[src/rtl/ohpr_pkg.sv]
// Package: shared state indices and helpers for the one-hot pattern recognizer.
// Assumes: index 0 is always the idle (reset) state in both machine forms.
package ohpr_pkg;

    // Moore form state positions
    localparam int M_IDLE  = 0;
    localparam int M_ONE   = 1;
    localparam int M_ONEZ  = 2;
    localparam int M_TWO1  = 3;
    localparam int M_ONEZ1 = 4;
    localparam int M_NUM   = 5;

    // Mealy form state positions
    localparam int Y_IDLE = 0;
    localparam int Y_ONE  = 1;
    localparam int Y_ONEZ = 2;
    localparam int Y_NUM  = 3;

    // Widest state vector of either form
    localparam int MAX_NUM = M_NUM;

    // Returns 1 when exactly one bit of the vector is set
    function automatic logic exactly_one(input logic [MAX_NUM-1:0] v);
        int n;
        n = 0;
        for (int i = 0; i < MAX_NUM; i++) begin
            n += int'(v[i]);
        end
        return (n == 1);
    endfunction

endpackage

[src/rtl/ohpr_state_flop.sv]
// Module: one state flip-flop of a one-hot machine.
// Loads RST_VAL while rst_n is low at a rising edge, otherwise loads d.
// Assumes: reset is synchronous and active-low; d carries no reset term.
module ohpr_state_flop #(
    parameter bit RST_VAL = 1'b0
) (
    input  logic clk,
    input  logic rst_n,
    input  logic d,
    output logic q
);

    // State storage with preset/clear on reset
    always_ff @(posedge clk) begin
        if (!rst_n) q <= RST_VAL;
        else        q <= d;
    end

endmodule

[src/rtl/ohpr_moore_core.sv]
// Module: five-state Moore recognizer for 1,1 and 1,0,1 with overlap.
// Each next-state bit is the OR of its incoming transition terms.
// detect is an OR of state bits only.
// Assumes: idle is index 0 and is the only flop preset on reset.
module ohpr_moore_core
    import ohpr_pkg::*;
(
    input  logic             clk,
    input  logic             rst_n,
    input  logic             din,
    output logic             detect,
    output logic [M_NUM-1:0] state
);

    logic [M_NUM-1:0] nxt;

    // Per-flop next-state terms, one AND per incoming arc
    always_comb begin
        nxt          = '0;
        nxt[M_IDLE]  = (state[M_IDLE] & ~din) | (state[M_ONEZ] & ~din);
        nxt[M_ONE]   = state[M_IDLE] & din;
        nxt[M_ONEZ]  = (state[M_ONE] & ~din) | (state[M_TWO1] & ~din)
                     | (state[M_ONEZ1] & ~din);
        nxt[M_TWO1]  = (state[M_ONE] & din) | (state[M_TWO1] & din)
                     | (state[M_ONEZ1] & din);
        nxt[M_ONEZ1] = state[M_ONEZ] & din;
    end

    // One flip-flop per state; only idle is preset
    for (genvar i = 0; i < M_NUM; i++) begin : g_flop
        ohpr_state_flop #(.RST_VAL(i == M_IDLE)) u_flop (
            .clk   (clk),
            .rst_n (rst_n),
            .d     (nxt[i]),
            .q     (state[i])
        );
    end

    // Output from the two accepting states
    always_comb detect = state[M_TWO1] | state[M_ONEZ1];

endmodule

[src/rtl/ohpr_mealy_core.sv]
// Module: three-state Mealy recognizer for 1,1 and 1,0,1 with overlap.
// detect is combinational from the current state and the live input.
// Assumes: idle is index 0 and is the only flop preset on reset.
module ohpr_mealy_core
    import ohpr_pkg::*;
(
    input  logic             clk,
    input  logic             rst_n,
    input  logic             din,
    output logic             detect,
    output logic [Y_NUM-1:0] state
);

    logic [Y_NUM-1:0] nxt;

    // Per-flop next-state terms, one AND per incoming arc
    always_comb begin
        nxt         = '0;
        nxt[Y_IDLE] = (state[Y_IDLE] & ~din) | (state[Y_ONEZ] & ~din);
        nxt[Y_ONE]  = (state[Y_IDLE] & din) | (state[Y_ONE] & din)
                    | (state[Y_ONEZ] & din);
        nxt[Y_ONEZ] = state[Y_ONE] & ~din;
    end

    // One flip-flop per state; only idle is preset
    for (genvar i = 0; i < Y_NUM; i++) begin : g_flop
        ohpr_state_flop #(.RST_VAL(i == Y_IDLE)) u_flop (
            .clk   (clk),
            .rst_n (rst_n),
            .d     (nxt[i]),
            .q     (state[i])
        );
    end

    // Output from the arcs that complete a pattern
    always_comb detect = (state[Y_ONE] & din) | (state[Y_ONEZ] & din);

endmodule

[src/rtl/ohpr_detector.sv]
// Module: top of the one-hot pattern recognizer.
// MOORE=1 builds the five-state Moore core; MOORE=0 builds the three-state
// Mealy core. Only the chosen core is elaborated.
// Assumes: rst_n is synchronous to clk.
module ohpr_detector
    import ohpr_pkg::*;
#(
    parameter bit MOORE = 1'b1
) (
    input  logic clk,
    input  logic rst_n,
    input  logic din,
    output logic detect,
    output logic state_valid
);

    logic [MAX_NUM-1:0] state_all;

    if (MOORE) begin : g_moore
        logic [M_NUM-1:0] st;
        ohpr_moore_core u_core (
            .clk    (clk),
            .rst_n  (rst_n),
            .din    (din),
            .detect (detect),
            .state  (st)
        );
        // Widen to the common vector
        always_comb state_all = MAX_NUM'(st);
    end else begin : g_mealy
        logic [Y_NUM-1:0] st;
        ohpr_mealy_core u_core (
            .clk    (clk),
            .rst_n  (rst_n),
            .din    (din),
            .detect (detect),
            .state  (st)
        );
        // Widen to the common vector
        always_comb state_all = MAX_NUM'(st);
    end

    // Report a legal one-hot state
    always_comb state_valid = exactly_one(state_all);

endmodule

[config.mk]
export PLATFORM = sky130hd
export DESIGN_NAME = ohpr_detector
export DESIGN_NICKNAME = d
export VERILOG_FILES = /design/src/rtl/ohpr_pkg.sv /design/src/rtl/ohpr_state_flop.sv /design/src/rtl/ohpr_moore_core.sv /design/src/rtl/ohpr_mealy_core.sv /design/src/rtl/ohpr_detector.sv
export SDC_FILE = /design/constraint.sdc
export NUM_CORES = 1
export LEC_CHECK = 0
export BUFFER_PORTS_ARGS = -buffer_cell sky130_fd_sc_hd__buf_2
export CAP_MARGIN = 20
export CELL_PAD_IN_SITES_DETAIL_PLACEMENT = 1
export CELL_PAD_IN_SITES_GLOBAL_PLACEMENT = 1
export CORE_AREA = 2 2 39 41
export DETAILED_ROUTE_END_ITERATION = 12
export DIE_AREA = 0 0 41 43
export PLACE_DENSITY_LB_ADDON = 0.1
export SLEW_MARGIN = 20
export SYNTH_ARGS = -nofsm -noshare
export SYNTH_HDL_FRONTEND = slang
export SYNTH_HIERARCHICAL = 1
export SYNTH_SLANG_ARGS = --single-unit
[constraint.sdc]
create_clock -name clk -period 4.5 [get_ports clk]
set_clock_uncertainty 0.2 [all_clocks]
set_input_delay 0.9 -clock clk [delete_from_list [all_inputs] [get_ports clk]]
set_output_delay 0.9 -clock clk [all_outputs]
set_load 0.02 [all_outputs]
# Word level (Yosys, flattened, before mapping)

Index checks and enable logic that the tools add are counted.

Memories kept: 0
Bits in writable memories: 0
Memory bits (read-only): 0
Bits in latches: 0
Input port bits: 3
Flip-flop bits (word level): 5

Muxes and demuxes: 0
Add/sub/neg operators: 4
Bitwise gates (word level): 17
Shifts and indexed selects: 0
Reductions and logical operators: 0
Eq/ne operators: 1
Magnitude comparators: 0
Divide/modulo/power cells: 0
Multipliers: 0

Operators with widths:

| operator           | count |
|---|---|
| $and 1x1->1        | 10 |
| $or 1x1->1         | 6 |
| $add 4x1->5        | 1 |
| $eq 5x1->1 const B | 1 |
| $add 3x1->4        | 1 |
| $add 2x1->3        | 1 |
| $add 1x1->2        | 1 |
| $not 1->1          | 1 |

# Longest topological paths before layout

Gate-level depths: netlist of the first run.

Depth after elaboration: 5
Gate-level depth with buffers: 6
Depth with buffers taken out: 6

# By module

Netlist of the first run, hierarchy kept.

By module, submodules not included:

| module          | cells each | times used | seq. area each (µm²) | area an instance (µm²) |
|---|---|---|---|---|
| ohpr_state_flop | 2          | 5          | 20.0                 | 26.3 |
| ohpr_detector   | 9          | 1          | 0.0                  | 83.8 |
| ohpr_moore_core | 8          | 1          | 0.0                  | 46.3 |

# Worst setup path after synthesis of the first run

OpenSTA, ideal clock, no wires.

Kind: register to output
Start point: reg g_moore.u_core.g_flop[0].u_flop.q
End point: out state_valid
Path buffers: 0
Cell stages (with the launch flop): 7
Setup slack: 1.474 ns
Arrival time: 1.926 ns
Cell sequence: dfxtp_1 inv_1 fa_1 inv_1 fa_1 ha_1 nor3b_2

Word-level cells in the longest chain between the ends: 5

Ends and longest elaborated chain:

| what                   | line                  | source |
|---|---|---|
| start, declared        | ohpr_state_flop.sv:10 | `output logic q` |
| start signal, assigned | ohpr_state_flop.sv:15 | `if (!rst_n) q <= RST_VAL;` |
| start signal, assigned | ohpr_state_flop.sv:16 | `else q <= d;` |
| $add 1x1->2            | ohpr_pkg.sv:27        | `n += int'(v[i]);` |
| $add 2x1->3            | ohpr_pkg.sv:27        |  |
| $add 3x1->4            | ohpr_pkg.sv:27        |  |
| $add 4x1->5            | ohpr_pkg.sv:27        |  |
| $eq 5x1->1             | ohpr_pkg.sv:29        | `return (n == 1);` |
| end, declared          | ohpr_detector.sv:14   | `output logic state_valid` |

Every way passes these cells.

# Final worst setup path of the first run

Same ends and word-level chain as after synthesis.

==> metrics.txt, run 1 <==
# TYPE chip_impl_metric gauge
chip_impl_info{name="run_status",value="complete, no violations"} 1
chip_impl_metric{name="leakagePower",unit="nW"} 0.163
chip_impl_metric{name="worstMarginPinSlew",unit="ns"} 0.182
chip_impl_metric{name="grt_pass1_vias",unit=""} 204
chip_impl_metric{name="synth-xor-area-share",unit=""} 0
chip_impl_metric{name="max_slew_violation_total_from_the_final_report",unit=""} 0
chip_impl_metric{name="start_util",unit=""} 0.189
chip_impl_metric{name="max_clock_freq",unit="MHz"} 299
chip_impl_metric{name="intPower",unit="mW"} 0.0886
chip_impl_metric{name="gp_congestion",unit=""} 0.626
chip_impl_metric{name="power_per_cell_area",unit="nW/um^2"} 358
chip_impl_metric{name="ctsLongestPathBuffers",unit=""} 2
chip_impl_metric{name="global_route_wire_length_before_repair",unit="um"} 834
chip_impl_metric{name="post-synth-top-area-fraction",unit=""} 0.383
chip_impl_metric{name="drt_drc_violations_left",unit=""} 0
chip_impl_metric{name="drtAntennaViolNets",unit=""} 0
chip_impl_metric{name="power.ir.vdd_worst",unit="mV"} 0.101
chip_impl_info{name="hold_path_class",value="flip-flop to flip-flop"} 1
chip_impl_info{name="setup_repair_after_global_routing_missed_its_margin",value="false"} 1
chip_impl_metric{name="areaGrowthSynthToFinish",unit="%"} 25.4
chip_impl_metric{name="post_synth_adder_cell_area",unit=""} 0.201
chip_impl_metric{name="synth_simple_gate_area_share",unit=""} 0.344
chip_impl_metric{name="post_layout_nonfiller_instances",unit=""} 51
chip_impl_info{name="synth.top_cells.by_count",value="6 x and2_1, 5 x dfxtp_1, 5 x inv_1"} 1
chip_impl_metric{name="setup_viol_count_final",unit=""} 0
chip_impl_metric{name="synth.area.mux_share",unit=""} 0
chip_impl_metric{name="placed_instance_count",unit=""} 47
chip_impl_metric{name="drt_first_pass_iters",unit=""} 1
chip_impl_metric{name="postSynthAreaPerCell",unit="sq um"} 9.69
chip_impl_metric{name="seqCellArea",unit="sq um"} 100
chip_impl_metric{name="worstPathRequired",unit="ns"} 3.40
chip_impl_metric{name="synth_sequential_area_ratio",unit=""} 0.383
chip_impl_metric{name="global_route.usage.total",unit=""} 0.0817
chip_impl_metric{name="share_seq_of_total_power",unit=""} 0.409
chip_impl_metric{name="average_wire_per_cell_in_the_routed_design",unit="um"} 9.18
chip_impl_info{name="crit_type",value="flip-flop to output pin"} 1
chip_impl_metric{name="period_utilization",unit=""} 0.744
chip_impl_metric{name="worst_setup_hold_path_clk_slew",unit="ns"} 0.04
chip_impl_metric{name="met2RoutedLength",unit="um"} 247
chip_impl_info{name="synth_ff_type",value="dfxtp_1"} 1
chip_impl_info{name="critPathCaptureType",value="output pin"} 1
chip_impl_info{name="cts_tree",value="built"} 1
chip_impl_metric{name="finalWirelength",unit="um"} 468
chip_impl_metric{name="post_synth_num_cell_types",unit=""} 11
chip_impl_metric{name="largest_reg_flops",unit=""} 5
chip_impl_info{name="yosys.cell_count.top_type",value="and2_1"} 1
chip_impl_metric{name="drtIter0Drc",unit=""} 0
chip_impl_metric{name="flip_flop_and_latch_count_after_synthesis",unit=""} 5
chip_impl_metric{name="max_slew_margin",unit=""} 0.878
chip_impl_metric{name="synth-edff-count",unit=""} 0
chip_impl_metric{name="drv_cap",unit=""} 0
chip_impl_metric{name="multiInputGateArea",unit="sq um"} 143
chip_impl_metric{name="min_period",unit="ns"} 3.35
chip_impl_metric{name="ctsResizeCount",unit=""} 0
chip_impl_metric{name="wl_met3",unit="um"} 34
chip_impl_metric{name="cts_sinks",unit=""} 5
chip_impl_metric{name="ys.warnings.count",unit=""} 6
chip_impl_info{name="post_synth_main_area_contributors",value="dfxtp_1 38%, fa_1 15%, and2_1 14%, inv_1 7.2%, ha_1 4.8%"} 1
chip_impl_metric{name="grt_ovf",unit=""} 0
chip_impl_metric{name="setup_tns_after_final_layout",unit="ns"} 0
chip_impl_info{name="top_regs",value="g_moore.u_core/g_flop.u_flop/q: 5 flops"} 1
chip_impl_metric{name="share_of_cells_above_drive_strength_1",unit=""} 0.257
chip_impl_metric{name="switching_share",unit=""} 0.245
chip_impl_metric{name="dp.final_hpwl",unit="um"} 420
chip_impl_metric{name="vias",unit=""} 180
chip_impl_metric{name="synth_compound_gate_area_share",unit=""} 0
chip_impl_info{name="cp_cell_sequence",value="inv_1 > fa_1 > inv_1 > fa_1 > ha_1 > nor3b_2 > buf_2"} 1
chip_impl_metric{name="core",unit="sq um"} 1380
chip_impl_metric{name="clock_power_share",unit=""} 0.430
chip_impl_info{name="top_layer_used",value="met3"} 1
chip_impl_metric{name="n_fill_cell",unit=""} 165
chip_impl_metric{name="tritoncts.num_buffers",unit=""} 3
chip_impl_metric{name="rows",unit=""} 14
chip_impl_metric{name="nets",unit=""} 42
chip_impl_info{name="slowest_stage",value="fa_1"} 1
chip_impl_metric{name="worstPathMaxFanout",unit=""} 3
chip_impl_info{name="synth_top_family_by_area",value="simple AND/OR/NAND/NOR gates"} 1
chip_impl_metric{name="hold-worst-slack",unit="ns"} 0.395
chip_impl_info{name="cts_root_buf",value="clkbuf_4"} 1
chip_impl_metric{name="die-height",unit="um"} 43
chip_impl_metric{name="die_width",unit="um"} 41
chip_impl_metric{name="utilization",unit=""} 0.237
chip_impl_metric{name="crit_arrival",unit="ns"} 2.25
chip_impl_metric{name="viasPerCell",unit=""} 3.53
chip_impl_metric{name="antenna_cells_inserted",unit=""} 0
chip_impl_metric{name="cts_setup_buffers",unit=""} 0
chip_impl_metric{name="ctsHoldBuffers",unit=""} 0
chip_impl_info{name="start_kind",value="flip-flop"} 1
chip_impl_metric{name="placement.io_buffers",unit=""} 4
chip_impl_metric{name="antenna_found_initial",unit=""} 0
chip_impl_metric{name="netlist_instances",unit=""} 27
chip_impl_metric{name="fp.dieArea",unit="sq um"} 1760
chip_impl_info{name="synth.largest_area_cell",value="dfxtp_1"} 1
chip_impl_metric{name="hold_viol_final",unit=""} 0
chip_impl_metric{name="clock_latency",unit="ns"} 0.24
chip_impl_metric{name="async_flop_share",unit=""} 0
chip_impl_metric{name="met1_length",unit="um"} 186
chip_impl_metric{name="netSwitchingPower",unit="mW"} 0.0287
chip_impl_metric{name="worst_path_largest_cell_delay",unit="ns"} 0.54
chip_impl_metric{name="mappedNetlistNets",unit=""} 33
chip_impl_metric{name="share_comb_of_total_power",unit=""} 0.161
chip_impl_metric{name="number_of_i_o_pins",unit=""} 5
chip_impl_metric{name="totalPowerFinal",unit="mW"} 0.117
chip_impl_metric{name="post_synth_instance_area",unit="sq um"} 262
chip_impl_metric{name="maximum_number_of_pins_on_one_net_before_global_route_repair",unit=""} 6
chip_impl_metric{name="cts_max_level",unit=""} 1
chip_impl_info{name="max_flop_register",value="g_moore.u_core/g_flop.u_flop/q"} 1
==> logic make-up (layout without fill, tap and decap cells) <==
| kind of cell | count (synthesis) | in the layout |
|---|---|---|
| buf+inv | 5 | 13 |
| flops | 5 | 5 |
| simple gates | 14 | 14 |
| fa+ha+maj | 3 | 3 |
==> power by group through the flow <==
| stage | clock network, mW | logic, mW | registers (mW) |
|---|---|---|---|
| floorplan | 0 | 0.0131 | 0.0483 |
| global placement | 0 | 0.0181 | 0.0488 |
| detailed placement | 0 | 0.0199 | 0.0488 |
| CTS | 0.0536 | 0.0199 | 0.0481 |
| global route | 0.0568 | 0.0218 | 0.0482 |
| finish | 0.0504 | 0.0189 | 0.0480 |
==> routing by layer <==
| metal | vias up | global-route usage |
|---|---|---|
| li1 | 94 | - |
| met5 | - | 0 |
| met3 | 0 | 0.0471 |
| met1 | 81 | 0.0782 |
| met2 | 5 | 0.113 |
| met4 | 0 | 0.0800 |
==> metrics by stage <==
stage	instance area [sq um]	setup WS [ns]
2_1_floorplan	262	1.47
6_report	328	1.15
3_5_place_dp	302	1.36
5_1_grt	328	1.00
4_1_cts	328	1.10
3_3_place_gp	302	1.42
==> final cells by class <==
type / count / share of cell area
Multi-Input combinational cell: 17 / 0.435
Inverter: 5 / 0.0573
Clock buffer: 4 / 0.0802
Timing Repair Buffer: 4 / 0.0611
Tap cell: 16 / 0.0611
Sequential cell: 5 / 0.305
==> layout by cell type, fill, tap and decap left out, types with 2 or more instances in the layout <==
cell type  synthesis  routed
and2_1             6       6
buf_2              0       4
clkbuf_4           0       3
dfxtp_1            5       5
fa_1               2       2
inv_1              5       5
nor2_1             3       3
==> critical path: cells and delay by family, from the launching register on <==
family                     cells  cell delay (ns)
and+or+nand+nor                1             0.17
buffers and inverters          3             0.31
DFF                            1             0.35
adders and majority gates      3             1.19
==> path summary, 6_finish.rpt <==
kind                                     startpoint                           endpoint  slack, ns  depth (start not counted)
hold / removal    g_moore.u_core/g_flop[0].u_flop/q  g_moore.u_core/g_flop[0].u_flop/q       0.40                          3
setup reg to reg  g_moore.u_core/g_flop[4].u_flop/q  g_moore.u_core/g_flop[3].u_flop/q       3.46                          3
hold reg to reg   g_moore.u_core/g_flop[0].u_flop/q  g_moore.u_core/g_flop[0].u_flop/q       0.40                          3
setup / recovery  g_moore.u_core/g_flop[0].u_flop/q                        state_valid       1.15                          7
No activity file was read; power rests on OpenSTA's default activity.
==> run 2, diff against run 1 <==
Clock period 4.5 ns to 3.2 ns, I/O delays scaled along.
==> run 2 against run 1 <==
Against the previous run: combinational power is 37% higher; sequential share of layout area stayed put; via count is 1.1% higher; clock-buffer cell count stayed put; sequential cell count stayed put; cell count stayed put; non-clock buffer count stayed put; final area stayed put; core utilization stayed put.
==> metrics.txt, run 2 (synthesis results as in run 1) <==
# TYPE chip_impl_metric gauge
chip_impl_metric{name="drt_drc_violations_left",unit=""} 0
chip_impl_metric{name="ctsResizeCount",unit=""} 0
chip_impl_metric{name="largest_reg_flops",unit=""} 5
chip_impl_metric{name="worstPathMaxFanout",unit=""} 3
chip_impl_info{name="timing.rr.start",value="g_moore.u_core/g_flop[4].u_flop/q"} 1
chip_impl_metric{name="placed_instance_count",unit=""} 47
chip_impl_metric{name="period_utilization",unit=""} 0.953
chip_impl_metric{name="start_util",unit=""} 0.189
chip_impl_metric{name="wl_met3",unit="um"} 18
chip_impl_metric{name="n_fill_cell",unit=""} 171
chip_impl_metric{name="cts_sinks",unit=""} 5
chip_impl_metric{name="seqCellArea",unit="sq um"} 100
chip_impl_metric{name="tritoncts.num_buffers",unit=""} 3
chip_impl_info{name="start_kind",value="flip-flop"} 1
chip_impl_metric{name="post_layout_nonfiller_instances",unit=""} 51
chip_impl_info{name="run_status",value="complete, no violations"} 1
chip_impl_metric{name="placement.io_buffers",unit=""} 4
chip_impl_metric{name="rr_worst_depth",unit=""} 3
chip_impl_info{name="cts_tree",value="built"} 1
chip_impl_metric{name="design_area",unit="sq um"} 328
chip_impl_metric{name="hold_depth",unit=""} 3
chip_impl_metric{name="power.ir.vdd_worst",unit="mV"} 0.180
chip_impl_metric{name="leakagePower",unit="nW"} 0.163
chip_impl_metric{name="antenna_found_initial",unit=""} 0
chip_impl_info{name="launch_point_of_the_worst_hold_path",value="g_moore.u_core/g_flop[0].u_flop/q"} 1
chip_impl_metric{name="ctsLongestPathBuffers",unit=""} 2
chip_impl_metric{name="rows",unit=""} 14
chip_impl_info{name="hold_path_class",value="flip-flop to flip-flop"} 1
chip_impl_metric{name="ff2ff_setup_slack",unit="ns"} 2.17
chip_impl_metric{name="ctsHoldBuffers",unit=""} 0
chip_impl_metric{name="grt_ovf",unit=""} 0
chip_impl_metric{name="share_of_cells_above_drive_strength_1",unit=""} 0.257
chip_impl_metric{name="fp.dieArea",unit="sq um"} 1760
chip_impl_metric{name="die_width",unit="um"} 41
chip_impl_metric{name="grt_pass1_vias",unit=""} 192
chip_impl_info{name="r2r_end",value="g_moore.u_core/g_flop[3].u_flop/q"} 1
chip_impl_metric{name="utilization",unit=""} 0.237
chip_impl_info{name="critPathCaptureType",value="output pin"} 1
chip_impl_metric{name="cts_setup_buffers",unit=""} 0
chip_impl_metric{name="antenna_cells_inserted",unit=""} 0
chip_impl_metric{name="multiInputGateArea",unit="sq um"} 143
chip_impl_metric{name="number_of_i_o_pins",unit=""} 5
chip_impl_metric{name="worstPathRequired",unit="ns"} 2.36
chip_impl_metric{name="global_route_wire_length_before_repair",unit="um"} 703
chip_impl_metric{name="worstMarginPinSlew",unit="ns"} 0.175
chip_impl_metric{name="setup_viol_count_final",unit=""} 0
chip_impl_metric{name="max_clock_freq",unit="MHz"} 328
chip_impl_metric{name="dp.final_hpwl",unit="um"} 376
chip_impl_info{name="top_layer_used",value="met3"} 1
chip_impl_metric{name="average_wire_per_cell_in_the_routed_design",unit="um"} 7.94
chip_impl_metric{name="worst_setup_hold_path_clk_slew",unit="ns"} 0.04
chip_impl_info{name="crit_type",value="flip-flop to output pin"} 1
chip_impl_metric{name="global_route.usage.total",unit=""} 0.0655
chip_impl_metric{name="drt_first_pass_iters",unit=""} 1
chip_impl_metric{name="share_comb_of_total_power",unit=""} 0.159
chip_impl_metric{name="drtIter0Drc",unit=""} 0
chip_impl_metric{name="vias",unit=""} 182
chip_impl_metric{name="maximum_number_of_pins_on_one_net_before_global_route_repair",unit=""} 6
chip_impl_metric{name="drv_cap",unit=""} 0
chip_impl_metric{name="clock_power_share",unit=""} 0.428
chip_impl_metric{name="switching_share",unit=""} 0.238
chip_impl_metric{name="areaGrowthSynthToFinish",unit="%"} 25.4
chip_impl_info{name="setup_repair_after_global_routing_missed_its_margin",value="false"} 1
chip_impl_info{name="top_regs",value="g_moore.u_core/g_flop.u_flop/q: 5 flops"} 1
chip_impl_metric{name="drtAntennaViolNets",unit=""} 0
chip_impl_metric{name="clock_latency",unit="ns"} 0.23
chip_impl_metric{name="max_slew_margin",unit=""} 0.883
chip_impl_metric{name="max_slew_violation_total_from_the_final_report",unit=""} 0
chip_impl_metric{name="nets",unit=""} 42
chip_impl_metric{name="min_period",unit="ns"} 3.05
chip_impl_metric{name="die-height",unit="um"} 43
chip_impl_metric{name="hold-worst-slack",unit="ns"} 0.373
chip_impl_metric{name="core",unit="sq um"} 1380
chip_impl_info{name="most-common-layout-cells",value="6 x and2_1, 5 x inv_1, 5 x dfxtp_1, 4 x buf_2"} 1
chip_impl_metric{name="setup_tns_after_final_layout",unit="ns"} 0
chip_impl_info{name="cts_root_buf",value="clkbuf_4"} 1
chip_impl_metric{name="share_seq_of_total_power",unit=""} 0.413
chip_impl_metric{name="met1_length",unit="um"} 168
chip_impl_metric{name="netSwitchingPower",unit="mW"} 0.0387
chip_impl_info{name="max_flop_register",value="g_moore.u_core/g_flop.u_flop/q"} 1
chip_impl_metric{name="detailed_place.area",unit="sq um"} 302
chip_impl_metric{name="finalWirelength",unit="um"} 405
chip_impl_metric{name="hold_viol_final",unit=""} 0
chip_impl_metric{name="cts_max_level",unit=""} 1
chip_impl_info{name="min_delay_worst_endpoint",value="g_moore.u_core/g_flop[0].u_flop/q"} 1
chip_impl_metric{name="gp_congestion",unit=""} 0.585
chip_impl_info{name="timing.critical_path.from",value="g_moore.u_core/g_flop[0].u_flop/q"} 1
chip_impl_metric{name="crit_arrival",unit="ns"} 2.21
chip_impl_info{name="leading_cell_type_in_the_layout_fill_and_taps_excluded",value="and2_1"} 1
chip_impl_metric{name="intPower",unit="mW"} 0.124
chip_impl_metric{name="met2RoutedLength",unit="um"} 218
chip_impl_metric{name="viasPerCell",unit=""} 3.57
chip_impl_metric{name="power_per_cell_area",unit="nW/um^2"} 497
## run 2: cell counts in the layout (fill, tap and decap cells not counted)
No cell type changed its count.
## run 2: power by group through the flow
stage               Combinational, mW  Sequential [mW]  Clock, mW
floorplan                      0.0185           0.0679          0
global placement               0.0250           0.0685          0
detailed placement             0.0269           0.0685          0
CTS                            0.0270           0.0674     0.0723
global route                   0.0302           0.0675     0.0784
finish                         0.0258           0.0673     0.0698
## run 2: layout make-up
type                       count  area share
inverter                       5      0.0573
multi-input combinational     17       0.435
tap                           16      0.0611
clock buffer                   4      0.0802
timing repair buffer           4      0.0611
sequential                     5       0.305
## run 2: critical path, cell delays in order, from the launching register on
cell and delay, ns:
dfxtp_1 0.34, inv_1 0.06, fa_1 0.53, inv_1 0.05, fa_1 0.36, ha_1 0.29, nor3b_2 0.16, buf_2 0.18
## run 2: worst max path at each step
stage	endpoint	slack, ns	cells past startpoint
2_1_floorplan	state_valid	0.43	6
3_3_place_gp	state_valid	0.42	7
3_5_place_dp	state_valid	0.38	7
4_1_cts	state_valid	0.12	7
5_1_grt	state_valid	0.02	7
6_report	state_valid	0.15	7
## run 2: metal layers
layer  up-vias  track usage
met5         -            0
met4         0       0.0400
met3         0       0.0471
met2         5       0.0969
met1        82       0.0617
li1         95            -
## run 2: through the flow
| step | total power, mW | setup slack (ns) |
|---|---|---|
| after CTS | 0.167 | 0.119 |
| after global routing | 0.176 | 0.0170 |
| final | 0.163 | 0.149 |
| after floorplan | 0.0864 | 0.434 |
| after global placement | 0.0935 | 0.418 |
| after detailed placement | 0.0954 | 0.376 |
